==> config.mk <==
export PLATFORM = sky130hd
export DESIGN_NAME = i2c_ack_stretch
export DESIGN_NICKNAME = d
export VERILOG_FILES = /design/src/rtl/i2c_ack_pkg.sv /design/src/rtl/i2c_frame_counter.sv /design/src/rtl/i2c_ack_regs.sv /design/src/rtl/i2c_rx_buffer.sv /design/src/rtl/i2c_hold_ctrl.sv /design/src/rtl/i2c_ack_stretch.sv
export SDC_FILE = /design/constraint.sdc
export NUM_CORES = 1
export LEC_CHECK = 0
export BUFFER_PORTS_ARGS = -buffer_cell sky130_fd_sc_hd__buf_4
export CAP_MARGIN = 5
export CORE_MARGIN = 5
export CORE_UTILIZATION = 45
export CTS_CLUSTER_DIAMETER = 150
export DETAILED_ROUTE_END_ITERATION = 16
export PLACE_DENSITY = 0.8
export RECOVER_POWER = 50
export SLEW_MARGIN = 10
export SYNTH_ARGS = -nofsm -noshare
export SYNTH_HDL_FRONTEND = slang
export SYNTH_SLANG_ARGS = --single-unit
==> constraint.sdc <==
create_clock -name clk -period 4.3 [get_ports clk]
set_input_delay 0.215 -clock clk [delete_from_list [all_inputs] [get_ports clk]]
set_output_delay 0.215 -clock clk [all_outputs]
set_load 0.02 [all_outputs]
==> src/rtl/i2c_ack_pkg.sv <==
package i2c_ack_pkg;
  localparam int CFG_W      = 4;
  localparam int CFG_ACK    = 0;
  localparam int CFG_UNLOCK = 1;
  localparam int CFG_EARLY  = 2;
  localparam int CFG_WAIT   = 3;

  // next clock index inside a frame of 'frame' clocks; wraps to 1
  function automatic int frame_next(input int cur, input int frame);
    return (cur >= frame) ? 1 : cur + 1;
  endfunction

  // true when clock index 'idx' carries a data bit
  function automatic logic is_data_clock(input int idx, input int data_w);
    return (idx >= 1) && (idx <= data_w);
  endfunction
endpackage

==> src/rtl/i2c_frame_counter.sv <==
module i2c_frame_counter import i2c_ack_pkg::*; #(
  parameter int DATA_W = 8,
  parameter int CNT_W  = 4
) (
  input  logic             clk,
  input  logic             rst_n,
  input  logic             scl_rise,
  input  logic             scl_fall,
  input  logic             hold,
  input  logic             clear,
  output logic [CNT_W-1:0] cnt,
  output logic             data_rise,
  output logic             last_rise,
  output logic             ack_rise,
  output logic             last_fall,
  output logic             ack_fall
);
  localparam int FRAME = DATA_W + 1;

  logic [CNT_W-1:0] cnt_q;
  logic [CNT_W-1:0] cnt_nxt;
  logic             rise_ok;
  logic             fall_ok;

  assign rise_ok   = scl_rise && !hold && !clear;
  assign fall_ok   = scl_fall && !hold && !clear;
  assign cnt_nxt   = CNT_W'(frame_next(int'(cnt_q), FRAME));
  assign data_rise = rise_ok && is_data_clock(int'(cnt_nxt), DATA_W);
  assign last_rise = rise_ok && (int'(cnt_nxt) == DATA_W);
  assign ack_rise  = rise_ok && (int'(cnt_nxt) == FRAME);
  assign last_fall = fall_ok && (int'(cnt_q) == DATA_W);
  assign ack_fall  = fall_ok && (int'(cnt_q) == FRAME);
  assign cnt       = cnt_q;

  always_ff @(posedge clk or negedge rst_n) begin
    if (!rst_n)       cnt_q <= '0;
    else if (clear)   cnt_q <= '0;
    else if (rise_ok) cnt_q <= cnt_nxt;
  end


  cnt_range_chk: assert property (@(posedge clk) disable iff (!rst_n)
    int'(cnt_q) <= FRAME);


  cnt_clear_chk: assert property (@(posedge clk) disable iff (!rst_n)
    clear |=> (cnt_q == '0));


  hold_freeze_chk: assert property (@(posedge clk) disable iff (!rst_n)
    (hold && !clear) |=> $stable(cnt_q));
endmodule

==> src/rtl/i2c_ack_regs.sv <==
module i2c_ack_regs import i2c_ack_pkg::*; (
  input  logic             clk,
  input  logic             rst_n,
  input  logic             sreset,
  input  logic             xmit,
  input  logic             ack_rise,
  input  logic             sda_in,
  input  logic             cfg_we,
  input  logic [CFG_W-1:0] cfg_wdata,
  input  logic             stop_det,
  input  logic             stop_req,
  output logic             ack_tx,
  output logic             ack_rx,
  output logic             early,
  output logic             wait_en,
  output logic             ack_wr
);
  logic stop_clr;

  assign ack_wr   = cfg_we && cfg_wdata[CFG_UNLOCK];
  assign stop_clr = stop_det && stop_req;

  always_ff @(posedge clk or negedge rst_n) begin
    if (!rst_n) begin
      ack_tx <= 1'b0;
    end else if (sreset || stop_clr) begin
      ack_tx <= 1'b0;
    end else if (ack_wr) begin
      ack_tx <= cfg_wdata[CFG_ACK];
    end
  end

  always_ff @(posedge clk or negedge rst_n) begin
    if (!rst_n)                 ack_rx <= 1'b0;
    else if (sreset)            ack_rx <= 1'b0;
    else if (xmit && ack_rise)  ack_rx <= sda_in;
  end

  always_ff @(posedge clk or negedge rst_n) begin
    if (!rst_n) begin
      early   <= 1'b0;
      wait_en <= 1'b0;
    end else if (cfg_we) begin
      early   <= cfg_wdata[CFG_EARLY];
      wait_en <= cfg_wdata[CFG_WAIT];
    end
  end


  ack_locked_chk: assert property (@(posedge clk) disable iff (!rst_n)
    (cfg_we && !cfg_wdata[CFG_UNLOCK] && !sreset && !stop_clr) |=> $stable(ack_tx));


  stop_clear_chk: assert property (@(posedge clk) disable iff (!rst_n)
    stop_clr |=> !ack_tx);


  soft_clear_chk: assert property (@(posedge clk) disable iff (!rst_n)
    sreset |=> (!ack_tx && !ack_rx));


  ack_capture_chk: assert property (@(posedge clk) disable iff (!rst_n)
    (xmit && ack_rise && !sreset) |=> (ack_rx == $past(sda_in)));
endmodule

==> src/rtl/i2c_rx_buffer.sv <==
module i2c_rx_buffer #(
  parameter int DATA_W = 8
) (
  input  logic              clk,
  input  logic              rst_n,
  input  logic              sreset,
  input  logic              xmit,
  input  logic              early,
  input  logic              sda_in,
  input  logic              data_rise,
  input  logic              last_rise,
  input  logic              ack_rise,
  input  logic              rd_strobe,
  output logic [DATA_W-1:0] rx_data,
  output logic              rx_full,
  output logic              overrun
);
  logic [DATA_W-1:0] shreg;
  logic [DATA_W-1:0] shreg_nxt;
  logic              load;
  logic              accept;

  assign shreg_nxt = {shreg[DATA_W-2:0], sda_in};
  assign load      = !xmit && ((early && last_rise) || (!early && ack_rise));
  assign accept    = load && (!rx_full || rd_strobe);

  always_ff @(posedge clk or negedge rst_n) begin
    if (!rst_n)                  shreg <= '0;
    else if (data_rise && !xmit) shreg <= shreg_nxt;
  end

  always_ff @(posedge clk or negedge rst_n) begin
    if (!rst_n)      rx_data <= '0;
    else if (accept) rx_data <= early ? shreg_nxt : shreg;
  end

  always_ff @(posedge clk or negedge rst_n) begin
    if (!rst_n)         rx_full <= 1'b0;
    else if (sreset)    rx_full <= 1'b0;
    else if (accept)    rx_full <= 1'b1;
    else if (rd_strobe) rx_full <= 1'b0;
  end

  always_ff @(posedge clk or negedge rst_n) begin
    if (!rst_n)                 overrun <= 1'b0;
    else if (sreset)            overrun <= 1'b0;
    else if (load && !accept)   overrun <= 1'b1;
  end


  keep_old_chk: assert property (@(posedge clk) disable iff (!rst_n)
    (load && rx_full && !rd_strobe) |=> ($stable(rx_data) && overrun));


  read_clear_chk: assert property (@(posedge clk) disable iff (!rst_n)
    (rd_strobe && !load) |=> !rx_full);


  no_tx_load_chk: assert property (@(posedge clk) disable iff (!rst_n)
    (xmit && !rd_strobe && !sreset) |=> $stable(rx_data));
endmodule

==> src/rtl/i2c_hold_ctrl.sv <==
module i2c_hold_ctrl (
  input  logic clk,
  input  logic rst_n,
  input  logic clear,
  input  logic xmit,
  input  logic early,
  input  logic wait_en,
  input  logic last_fall,
  input  logic ack_fall,
  input  logic ack_wr,
  input  logic rd_strobe,
  input  logic rx_full,
  input  logic ack_tx,
  output logic scl_hold,
  output logic sda_low
);
  logic hold_ack;
  logic hold_gap;
  logic ack_slot;

  always_ff @(posedge clk or negedge rst_n) begin
    if (!rst_n)                          hold_ack <= 1'b0;
    else if (clear)                      hold_ack <= 1'b0;
    else if (last_fall && early && !xmit) hold_ack <= 1'b1;
    else if (ack_wr)                     hold_ack <= 1'b0;
  end

  always_ff @(posedge clk or negedge rst_n) begin
    if (!rst_n)      hold_gap <= 1'b0;
    else if (clear)  hold_gap <= 1'b0;
    else if (ack_fall && wait_en && !xmit && rx_full && !rd_strobe)
                     hold_gap <= 1'b1;
    else if (rd_strobe) hold_gap <= 1'b0;
  end

  always_ff @(posedge clk or negedge rst_n) begin
    if (!rst_n)         ack_slot <= 1'b0;
    else if (clear)     ack_slot <= 1'b0;
    else if (last_fall) ack_slot <= 1'b1;
    else if (ack_fall)  ack_slot <= 1'b0;
  end

  assign scl_hold = hold_ack || hold_gap;
  assign sda_low  = ack_slot && !xmit && !ack_tx;


  ack_hold_keep_chk: assert property (@(posedge clk) disable iff (!rst_n)
    (hold_ack && !ack_wr && !clear) |=> hold_ack);


  ack_hold_release_chk: assert property (@(posedge clk) disable iff (!rst_n)
    (hold_ack && ack_wr) |=> !hold_ack);


  gap_hold_keep_chk: assert property (@(posedge clk) disable iff (!rst_n)
    (hold_gap && !rd_strobe && !clear) |=> hold_gap);


  no_tx_drive_chk: assert property (@(posedge clk) disable iff (!rst_n)
    xmit |-> !sda_low);
endmodule

==> src/rtl/i2c_ack_stretch.sv <==
module i2c_ack_stretch import i2c_ack_pkg::*; #(
  parameter  int DATA_W = 8,
  localparam int CNT_W  = $clog2(DATA_W + 2)
) (
  input  logic              clk,
  input  logic              rst_n,
  input  logic              scl_rise,
  input  logic              scl_fall,
  input  logic              sda_in,
  input  logic              xmit_mode,
  input  logic              start_det,
  input  logic              stop_det,
  input  logic              stop_req,
  input  logic              if_enable,
  input  logic              soft_rst_req,
  input  logic              cfg_we,
  input  logic [CFG_W-1:0]  cfg_wdata,
  input  logic              rd_strobe,
  output logic [DATA_W-1:0] rx_data,
  output logic              rx_full,
  output logic              rx_overrun,
  output logic              ack_rcvd,
  output logic              ack_tx_val,
  output logic              sda_pull_low,
  output logic              scl_hold,
  output logic [CNT_W-1:0]  bit_cnt
);
  logic sreset;
  logic frame_clear;
  logic data_rise, last_rise, ack_rise, last_fall, ack_fall;
  logic early, wait_en, ack_wr;

  assign sreset      = soft_rst_req && !if_enable;
  assign frame_clear = start_det || stop_det || sreset;

  i2c_frame_counter #(.DATA_W(DATA_W), .CNT_W(CNT_W)) u_cnt (
    .clk(clk), .rst_n(rst_n), .scl_rise(scl_rise), .scl_fall(scl_fall),
    .hold(scl_hold), .clear(frame_clear), .cnt(bit_cnt),
    .data_rise(data_rise), .last_rise(last_rise), .ack_rise(ack_rise),
    .last_fall(last_fall), .ack_fall(ack_fall)
  );

  i2c_ack_regs u_regs (
    .clk(clk), .rst_n(rst_n), .sreset(sreset), .xmit(xmit_mode),
    .ack_rise(ack_rise), .sda_in(sda_in), .cfg_we(cfg_we),
    .cfg_wdata(cfg_wdata), .stop_det(stop_det), .stop_req(stop_req),
    .ack_tx(ack_tx_val), .ack_rx(ack_rcvd), .early(early),
    .wait_en(wait_en), .ack_wr(ack_wr)
  );

  i2c_rx_buffer #(.DATA_W(DATA_W)) u_buf (
    .clk(clk), .rst_n(rst_n), .sreset(sreset), .xmit(xmit_mode),
    .early(early), .sda_in(sda_in), .data_rise(data_rise),
    .last_rise(last_rise), .ack_rise(ack_rise), .rd_strobe(rd_strobe),
    .rx_data(rx_data), .rx_full(rx_full), .overrun(rx_overrun)
  );

  i2c_hold_ctrl u_hold (
    .clk(clk), .rst_n(rst_n), .clear(frame_clear), .xmit(xmit_mode),
    .early(early), .wait_en(wait_en), .last_fall(last_fall),
    .ack_fall(ack_fall), .ack_wr(ack_wr), .rd_strobe(rd_strobe),
    .rx_full(rx_full), .ack_tx(ack_tx_val), .scl_hold(scl_hold),
    .sda_low(sda_pull_low)
  );


  soft_reset_chk: assert property (@(posedge clk) disable iff (!rst_n)
    sreset |=> (!rx_full && !rx_overrun && !scl_hold && bit_cnt == '0));


  late_no_hold_chk: assert property (@(posedge clk) disable iff (!rst_n)
    (!early && !wait_en && !scl_hold) |=> !scl_hold);
endmodule

Word-level counts from Yosys, hierarchy flattened. Index checks and enable logic that the tools add are counted.

Bitwise logic cells: 0. $lt $le $gt $ge: 3. Mux-type cells: 21. Shift-type cells: 0. Eq/ne operators: 4. $add $sub $neg: 1. Multipliers: 0. Reduce and logical (&&, ||, !) cells: 51. Divide/modulo/power cells: 0.

Operators by type and width (number): $logic_and 1x1->1 (28); $mux 1 (17); $eq 4x4->1 const B (4); $mux 4 (3); $reduce_bool 3->1 (4); $logic_not 1->1 (9); $mux 8 (1); $reduce_bool 2->1 (4); $logic_or 1x1->1 (6); $add 4x1->4 const B (1); $ge 4x1->1 const B (1); $ge 4x4->1 const B (1); $le 4x4->1 const B (1).

Latch bits: 0. RAM bits: 0. Word-level logic and storage cells: 92. Register bits: 29. Input port bits: 17. Memories: 0. Output and inout bits: 18. Memory bits (read-only): 0.

Longest topological paths before layout. Gate-level depths: netlist of the first run.

Word-level depth: 14. Depth in mapped cells: 6. Depth with buffers taken out: 6.

Modules after synthesis. A second synthesis of the first run with hierarchy kept.

Cells, all modules: 127. Area total of the unflattened synthesis: 1570.3 sq um.

By module, submodules not included: i2c_rx_buffer (times used 1, cells an instance 52, area each 802.0 sq um, sequential area each 450.4 sq um); i2c_frame_counter (times used 1, cells an instance 46, area each 411.6 sq um, sequential area each 100.1 sq um); i2c_ack_regs (times used 1, cells an instance 13, area each 173.9 sq um, sequential area each 100.1 sq um); i2c_hold_ctrl (times used 1, cells an instance 14, area each 162.7 sq um, sequential area each 75.1 sq um); i2c_ack_stretch (times used 1, cells an instance 2, area each 20.0 sq um, sequential area each 0.0 sq um).

Least setup slack after synthesis of the first run. No wires, ideal clock.

Kind: register to register. Start: register u_cnt.cnt_q[0], in the netlist u_cnt.cnt[0]. End: register u_buf.rx_data[0]. Buffers on the path: 0. Arrival: 2.148 ns. Library setup time: 0.125 ns. Data required time: 4.175 ns. Slack: 2.027 ns. Clock period less this slack: 2.273 ns. Cell stages (with the launch flop): 7. Cell sequence: dfrtp_1 > inv_1 > ha_1 > or3b_4 > a211oi_2 > o2111ai_2 > mux2_2.

Word-level cells in the longest chain between the ends: 8. Elaborated cells on any way between the ends: 12. Classes of those cells: add/sub: 1; order compare: 1; eq/ne: 2; mux: 1; reduce/logical: 7.

Ends and longest elaborated chain: start, declared (line i2c_frame_counter.sv:20) `logic [CNT_W-1:0] cnt_q;`; start signal, assigned (line i2c_frame_counter.sv:38) `else if (rise_ok) cnt_q <= cnt_nxt;`; $add 4x1->4 / $ge 4x4->1 (equally long branches) (line i2c_ack_pkg.sv:10) `return (cur >= frame) ? 1 : cur + 1;`; $mux 4 * (line i2c_ack_pkg.sv:10); $eq 4x4->1, on equally long branches (line i2c_frame_counter.sv:29, i2c_frame_counter.sv:30); $logic_and 1x1->1, on equally long branches (line i2c_frame_counter.sv:29, i2c_frame_counter.sv:30); $logic_and 1x1->1 (line i2c_rx_buffer.sv:24) `assign load = !xmit && ((early && last_rise) || (!early && ack_rise));`; $logic_or 1x1->1 * (line i2c_rx_buffer.sv:24); $logic_and 1x1->1 * (line i2c_rx_buffer.sv:24); $logic_and 1x1->1 * (line i2c_rx_buffer.sv:25) `assign accept = load && (!rx_full || rd_strobe);`; end signal, assigned (line i2c_rx_buffer.sv:34) `else if (accept) rx_data <= early ? shreg_nxt : shreg;`; end, declared (line i2c_rx_buffer.sv:14) `output logic [DATA_W-1:0] rx_data,`.

Every way passes the cells marked *; elsewhere a longest branch is shown, timed or not. A chain may end at the register's enable or synchronous reset.

Final worst setup path of the first run.
Start: register u_cnt.cnt_q[0], in the netlist u_cnt.cnt[0]. End: register u_buf.rx_data[7].

Same word-level chain as after synthesis.

==> qor.yml, run 1 <==
logic_synthesis:
  synth_top_cell_area_share: 0.464
  synth-async-reset-ratio: 1.00
  synth_flop_cell: "dfrtp_1"
  ys_ff_latch: 29
  synthCells: 135
  synth_edf_count: 0
  synth_area_leaders: "dfrtp_1 (46%), mux2_2 (18%), nand2_1 (2.6%), a21oi_1 (2.6%), ha_1 (2.4%)"
  synth_area_um2: 1570
  syn_avg_cell_area_um2: 11.6
  yosysWarnings: 0
  syn-num-nets: 155
  ys_types: 42
  yosysTopAreaCell: "dfrtp_1"
  yosysSeqAreaShare: 0.464
cells_and_area:
  n_fill_cell: 318
  instances_no_fill: 221
  syn2layout_area_growth_pct: 23.5
  drive_gt1_frac: 0.389
  final_nets: 194
  insertedDiodeCount: 0
  final_common_cell: "dfrtp_1"
  mostFrequentLayoutCells: "dfrtp_1 (29), buf_4 (27), mux2_2 (25)"
  finish.utilization: 0.575
  register_area_um2: 726
  multiInputGateArea_um2: 803
placement:
  gp_congestion: 0.909
  portBuffers: 34
  placedCellCount: 212
  dpl.hpwl_mm: 2.54
timing:
  post-route-period-util: 0.562
  fmax_mhz: 414
  tns_ps: 0
  hold_viol_final: 0
  setup_viol: 0
  max_slew_margin: -0.0496
  period_needed_ps: 2420
  rsz0062_at_grt: "false"
  drv_slew: 30
  skew_ps: 2.94
  worst_pin_slew_ps: 1570
global_route:
  gr-usage-met2: 0.274
  grt_pass1_wl_mm: 5.92
  met1_usage: 0.210
  grt_pass1_vias: 1266
  grt.busiest_layer: "met2"
  grt_usage: 0.172
  overflow: 0
  grt_use_met3: 0.0600
  antenna_found_initial: 0
  grt_start_max_net_pins: 30
floorplan:
  die_width_um: 69.0
  die_h_um: 69.0
  dieArea_um2: 4760
  io_pins: 35
  start_util: 0.465
  core_um2: 3360
  num_rows: 21
worst_hold_path:
  hp-class: "in2reg"
clock_network:
  path_clk_slew_ps: 90
  cts_buffers: 5
  cts_hold_buffers: 1
  cts_resized: 0
  cts_tree: "yes"
  clk_latency_ps: 330
  htreeDepth: 2
  cts.path.max_buffers: 2
  cts.sinks: 29
  cts_setup_buffers: 0
  cts-root-buf: "clkbuf_4"
worst_setup_path:
  cp-end-kind: "flip-flop"
  worstSetupPathType: "reg2reg"
  cp_data_required_time_ps: 4520
  cp_max_fo: 8
  start_kind: "flip-flop"
  critPathArrivalTime_ps: 2640
routing:
  dr.pass1.iters: 4
  routed_wl_mm: 3.36
  ant_nets: 0
  avgViaCountPerCell: 5.39
  drc: 0
  vias: 1192
  detail_route.wl_per_cell_um: 15.2
  drtIter0Drc: 75
flow_run:
  maxCapViolCount: 1
pwr:
  ir_drop_mv: 0.252
  p_leak_uw: 0.000903
  p_per_area_nw_per_um2: 320
status:
  violations: "max-capacitance violations, max-slew violations"
  status: "complete, but fails checks"
==> through the flow <==
stage,worst slack (ps),hold WS [ps],total power (µW),area (µm²)
final,1880,78.0,618,1930
after global placement,1950,152,388,1860
after detailed placement,1870,158,393,1860
after global routing,1750,64.1,655,1930
after CTS,1870,68.9,627,1960
after floorplan,2030,-80.6,357,1570
==> sequential cells by signal, summed over array words and instances (netlist names) <==
register         flops
u_regs.early         1
u_hold.hold_gap      1
u_regs.wait_en       1
u_hold.ack_slot      1
u_buf.shreg          8
u_buf.rx_full        1
u_regs.ack_rx        1
u_regs.ack_tx        1
u_cnt.cnt            4
u_buf.rx_data        8
u_hold.hold_ack      1
u_buf.overrun        1
==> worst max-delay path, stage by stage, from the launching register on <==
cell and delay (ps):
dfrtp_1 460, inv_1 210, ha_1 240, or3b_4 440
a211oi_2 280, o2111ai_2 300, mux2_2 370
==> kinds of logic after synthesis <==
logic type | synth area share
adders and majority gates | 0.0240
muxes | 0.180
xor gates and xnor gates | 0.00560
AOI/OAI and AO/OA | 0.136
DFF | 0.464
and+or+nand+nor | 0.168
buffers and inverters | 0.0232
==> worst paths after layout <==
check | start | to | slack [ps] | depth (start not counted)
setup / recovery | u_cnt.cnt[0] | u_buf.rx_data[7] | 1880 | 6
hold / removal | stop_req | u_regs.ack_tx | 80 | 2
setup reg to reg | u_cnt.cnt[0] | u_buf.rx_data[7] | 1880 | 6
hold reg to reg | u_buf.overrun | u_buf.overrun | 510 | 2
max in group asynchronous | rst_n | u_buf.shreg[0] | 2580 | 2
min in group asynchronous | rst_n | u_hold.ack_slot | 810 | 2
==> synthesized netlist by cell type, drive strengths merged, types with 3 or more instances <==
| cell | number |
|---|---|
| a211oi | 4 |
| nand2b | 3 |
| nand2 | 11 |
| nor2 | 7 |
| a21oi | 8 |
| nand4 | 3 |
| inv | 6 |
| ha | 3 |
| o211ai | 3 |
| mux2 | 25 |
| dfrtp | 29 |
| nor2b | 3 |
==> power breakdown <==
group / total [µW] / internal, µW / switching, µW
sequential: 306 / 289 / 17.3
combinational: 80.0 / 44.1 / 35.9
clock: 232 / 139 / 93.1
total: 618 / 472 / 146
==> per-layer routing <==
metal	routed length (µm)	vias up
li1	-	570
met1	1520	587
met2	1610	26
met3	168	9
met4	59	0
met5	0	-
==> area by class of cell <==
type / count / share of cell area
timing repair buffer: 35 / 0.124
clock buffer: 7 / 0.0285
inverter: 6 / 0.0117
clock inverter: 1 / 0.0155
tap: 46 / 0.0298
multi-input combinational: 97 / 0.416
sequential: 29 / 0.375
No activity file was read; power rests on OpenSTA's default activity.
==> run 2: changes to the inputs <==
PLACE_DENSITY = 0.83   (was 0.8)
clock period = 2 ns   (was 4.3 ns; I/O delays follow)
==> run 2 against run 1 <==
Compared with the run above:
- via count is 8.0% higher
- largest cell class unchanged
- the flow finishes with violations (negative setup slack)
- largest power group unchanged
- sequential share of layout area fell by 3.9 points
- critical path depth did not move
- critical endpoint is now u_buf.rx_data[0]
- sequential power grew 110%
- cell count up 9.5%
- register-to-register slack worse by 2000 ps
- hold slack worse by 56 ps
- final area up 12%
- highest routed layer unchanged
- clock power up 78%
- non-clock buffer count up 21
- first-iteration DRC count is 5.3% higher
==> qor.yml, run 2 (synthesis gave the netlist of run 1 again) <==
clock_network:
  cts.sinks: 29
  path_clk_slew_ps: 100
  cts.path.max_buffers: 2
  cts_buffers: 5
  cts_tree: "yes"
  cts-root-buf: "clkbuf_4"
  htreeDepth: 2
  clk_latency_ps: 330
global_route:
  antenna_found_initial: 0
  grt_pass1_vias: 1399
  grt_usage: 0.188
  grt_start_max_net_pins: 30
  overflow: 0
  grt_pass1_wl_mm: 6.56
timing:
  fin_hold_ws_ps: 22.0
  setup_viol: 17
  period_needed_ps: 2090
  skew_ps: 11.0
  fmax_mhz: 479
  rsz0062_at_grt: "true"
  max_slew_margin: 0.512
  drv_slew: 0
  fin_ws_ps: -89.1
  worst_pin_slew_ps: 733
  hold_viol_final: 0
  post-route-period-util: 1.04
  tns_ps: -1150
routing:
  vias: 1287
  routed_wl_mm: 3.83
  ant_nets: 0
  avgViaCountPerCell: 5.32
  drtIter0Drc: 79
  dr.pass1.iters: 4
  drc: 0
  detail_route.wl_per_cell_um: 15.8
worst_setup_path:
  cp_max_fo: 8
  worstSetupPathType: "reg2reg"
  path_cells: "inv_4 > ha_4 > or3b_4 > a211oi_4 > o2111ai_4 > mux2_4"
  start_kind: "flip-flop"
  worst-path-buf-inv: 1
  cp_slowest_cell: "dfrtp_2"
  cpPeakStageDelay_ps: 490
  cp-end-kind: "flip-flop"
  critPathArrivalTime_ps: 2320
  cp_data_required_time_ps: 2230
  cp_top_family: "compound AO/OA/AOI/OAI gates"
pwr:
  p_leak_uw: 0.00104
  clkPwrFrac: 0.321
  sw_frac_of_total: 0.263
  combPwrFrac: 0.170
  p_per_area_nw_per_um2: 594
  intPower_uw: 947
  ir_drop_mv: 0.412
  power_frac_seq: 0.509
  p_sw_uw: 338
cells_and_area:
  final_common_cell: "buf_4"
  n_fill_cell: 286
  insertedDiodeCount: 0
  mostFrequentLayoutCells: "buf_4 (51), dfrtp_1 (27), mux2_2 (24)"
  drive_gt1_frac: 0.510
  final_nets: 215
  finish.utilization: 0.643
  design_area_um2: 2160
  syn2layout_area_growth_pct: 38.1
  instances_no_fill: 242
floorplan:
  die_width_um: 69.0
  core_um2: 3360
  io_pins: 35
  start_util: 0.465
  num_rows: 21
  dieArea_um2: 4760
  die_h_um: 69.0
status:
  status: "complete, but fails checks"
  violations: "negative setup slack"
placement:
  placed_cell_area_um2: 2010
  placedCellCount: 226
  dpl.hpwl_mm: 2.79
  gp_congestion: 0.874
  portBuffers: 34
flow_run:
  maxCapViolCount: 0
worst_hold_path:
  hp-class: "in2reg"
==> run 2: changes by cell type in the layout (fill, tap and decap cells not counted), sizes merged <==
cell	delta
buf	+24
bufinv	-1
clkbuf	-6
clkinv	+1
dlygate4sd3	+3
==> run 2: layout make-up <==
| cell class | count | area, µm² | share of cell area |
|---|---|---|---|
| well taps | 46 | 57.6 | 0.0266 |
| clock inverters | 1 | 5.00 | 0.00231 |
| inverters | 6 | 27.5 | 0.0127 |
| clock buffers | 7 | 65.1 | 0.0301 |
| multi-input cells | 97 | 851 | 0.394 |
| flip-flops and latches | 29 | 728 | 0.337 |
| repair buffers | 56 | 428 | 0.198 |
==> run 2: worst paths after layout <==
kind	from	to	slack, ps	cells past startpoint
max reg2reg	u_cnt.cnt[0]	u_buf.rx_data[0]	-90	6
min	sda_in	u_buf.shreg[0]	20	2
min in group asynchronous	rst_n	u_buf.shreg[3]	360	2
max	u_cnt.cnt[0]	u_buf.rx_data[0]	-90	6
max in group asynchronous	rst_n	u_cnt.cnt[1]	1140	2
min reg2reg	u_buf.shreg[7]	u_buf.shreg[7]	510	1
==> run 2: layer usage <==
layer	share of wire	global-route usage	wire length, µm
met1	0.41	0.214	1570
met2	0.51	0.325	1950
met3	0.055	0.0519	212
met4	0.026	0.0876	99
met5	0	0	0
==> run 2: repair_timing <==
| item | in CTS | in global routing |
|---|---|---|
| endpoints found under the setup margin | 18 | 19 |
| buffers inserted | 2 | 2 |
| resized for setup | 2 | 0 |
| hold buffers | 4 | 0 |
| endpoints found under the hold margin | 31 | 0 |
| pin swaps | 4 | 2 |
==> run 2: per-stage QoR <==
step,worst slack (ps),total power [µW]
6_report,-89.1,1290
5_1_grt,-198,1350
4_1_cts,-112,1290
3_5_place_dp,-120,869
3_3_place_gp,-68.0,858
2_1_floorplan,-90.1,776
==> run 2: power groups by stage <==
stage / Clock [µW] / Combinational, µW / Sequential, µW
final: 413 / 219 / 654
after global routing: 453 / 240 / 659
after CTS: 423 / 217 / 654
after detailed placement: 0 / 204 / 665
after global placement: 0 / 196 / 662
after floorplan: 0 / 116 / 660
==> run 3: changes to the inputs <==
SKIP_CTS_REPAIR_TIMING = 1   (was not set)
==> run 3 against run 2 <==
Compared with the run above:
- the flow still finishes with violations (negative setup slack)
- register-to-register slack barely moved
- total power fell by 0.43%
- sequential power barely moved
- sequential cell count did not move
- hold slack got worse by 15 ps
- die area did not move
- global-route usage fell by 0.64 points
- cell count fell by 1.7%
- wire length fell by 1.5%
- non-clock buffer count fell by 4
- sequential share of layout area rose by 0.31 points
- critical path type unchanged
- critical endpoint unchanged
- largest cell class unchanged
- largest power group unchanged
==> qor.yml, run 3 (synthesis gave the netlist of run 1 again) <==
cells_and_area:
  insertedDiodeCount: 0
  register_area_um2: 728
  syn2layout_area_growth_pct: 36.9
  drive_gt1_frac: 0.521
  multiInputGateArea_um2: 868
  mostFrequentLayoutCells: "buf_4 (49), dfrtp_1 (27), mux2_2 (24)"
  n_fill_cell: 289
  final_common_cell: "buf_4"
  instances_no_fill: 238
  final_nets: 211
timing:
  drv_slew: 0
  max_slew_margin: 0.513
  fmax_mhz: 476
  fin_ws_ps: -99.9
  worst_pin_slew_ps: 730
  hold_viol_final: 0
  setup_viol: 18
  post-route-period-util: 1.05
  rsz0062_at_grt: "true"
  skew_ps: 7.98
  period_needed_ps: 2100
routing:
  drtIter0Drc: 78
  drc: 0
  vias: 1304
  ant_nets: 0
  avgViaCountPerCell: 5.48
  dr.pass1.iters: 4
  detail_route.wl_per_cell_um: 15.9
  routed_wl_mm: 3.77
status:
  status: "complete, but fails checks"
  violations: "negative setup slack"
clock_network:
  cts.sinks: 29
  cts.path.max_buffers: 2
  path_clk_slew_ps: 100
  htreeDepth: 2
  clk_latency_ps: 330
  cts_buffers: 5
  cts-root-buf: "clkbuf_4"
  cts_tree: "yes"
floorplan:
  die_h_um: 69.0
  num_rows: 21
  start_util: 0.465
  dieArea_um2: 4760
  io_pins: 35
  core_um2: 3360
  die_width_um: 69.0
global_route:
  grt_pass1_wl_mm: 6.34
  grt_usage: 0.182
  grt_pass1_vias: 1359
  grt_start_max_net_pins: 30
  antenna_found_initial: 0
  overflow: 0
worst_setup_path:
  cp_data_required_time_ps: 2230
  critPathArrivalTime_ps: 2330
  start_kind: "flip-flop"
  worstSetupPathType: "reg2reg"
  cp_max_fo: 8
  r2r_cells: 6
  cp-end-kind: "flip-flop"
placement:
  portBuffers: 34
  placedCellCount: 226
  dpl.hpwl_mm: 2.79
  gp_congestion: 0.874
  dp_slack_ps: -120
flow_run:
  maxCapViolCount: 0
worst_hold_path:
  hp-class: "in2reg"
  hold_path_depth: 2
pwr:
  ir_drop_mv: 0.413
  p_per_area_nw_per_um2: 597
  p_leak_uw: 0.00102
run 3: critical path, stage by stage, from the launching register on:
cell       delay (ps)
dfrtp_2           480
inv_4              80
ha_4              120
or3b_4            420
a211oi_4          320
o2111ai_4         220
mux2_4            350
run 3: power by group:
group	internal [µW]	switching, µW
Clock	204	209
Combinational	118	95.1
Sequential	621	32.6
Total	942	337
run 3: worst paths after layout:
kind / slack, ps / startpoint / endpoint
min in group asynchronous: 360 / rst_n / u_buf.shreg[3]
hold / removal: 7 / cfg_wdata[3] / u_regs.wait_en
max in group asynchronous: 1130 / rst_n / u_cnt.cnt[1]
setup / recovery: -100 / u_cnt.cnt[0] / u_buf.rx_data[0]
setup reg to reg: -100 / u_cnt.cnt[0] / u_buf.rx_data[0]
hold reg to reg: 510 / u_buf.shreg[7] / u_buf.shreg[7]
run 3: metrics by stage:
step | area [µm²] | hold WS [ps] | util | TNS [ps] | power (µW)
final | 2140 | 6.97 | 0.637 | -1200 | 1280
after global routing | 2140 | 1.99 | 0.637 | -2590 | 1340
after CTS | 2080 | -315 | 0.619 | -1860 | 1280
after detailed placement | 2010 | 48.3 | 0.598 | -1530 | 869
after global placement | 2010 | 38.8 | 0.598 | -653 | 858
after floorplan | 1610 | -196 | - | -1040 | 776
run 3: final cells by class:
class,count,area share
clock buffers,7,0.0304
clock inverters,1,0.00234
inverters,6,0.0117
multi-input cells,97,0.405
flip-flops and latches,29,0.340
well taps,46,0.0269
repair buffers,52,0.183
run 3: per-layer routing:
layer,GRT usage,up-vias,part of all wire
met5,0,-,0
met4,0.0852,0,0.025
met3,0.0535,10,0.059
met2,0.307,46,0.52
met1,0.210,646,0.40
li1,-,602,-
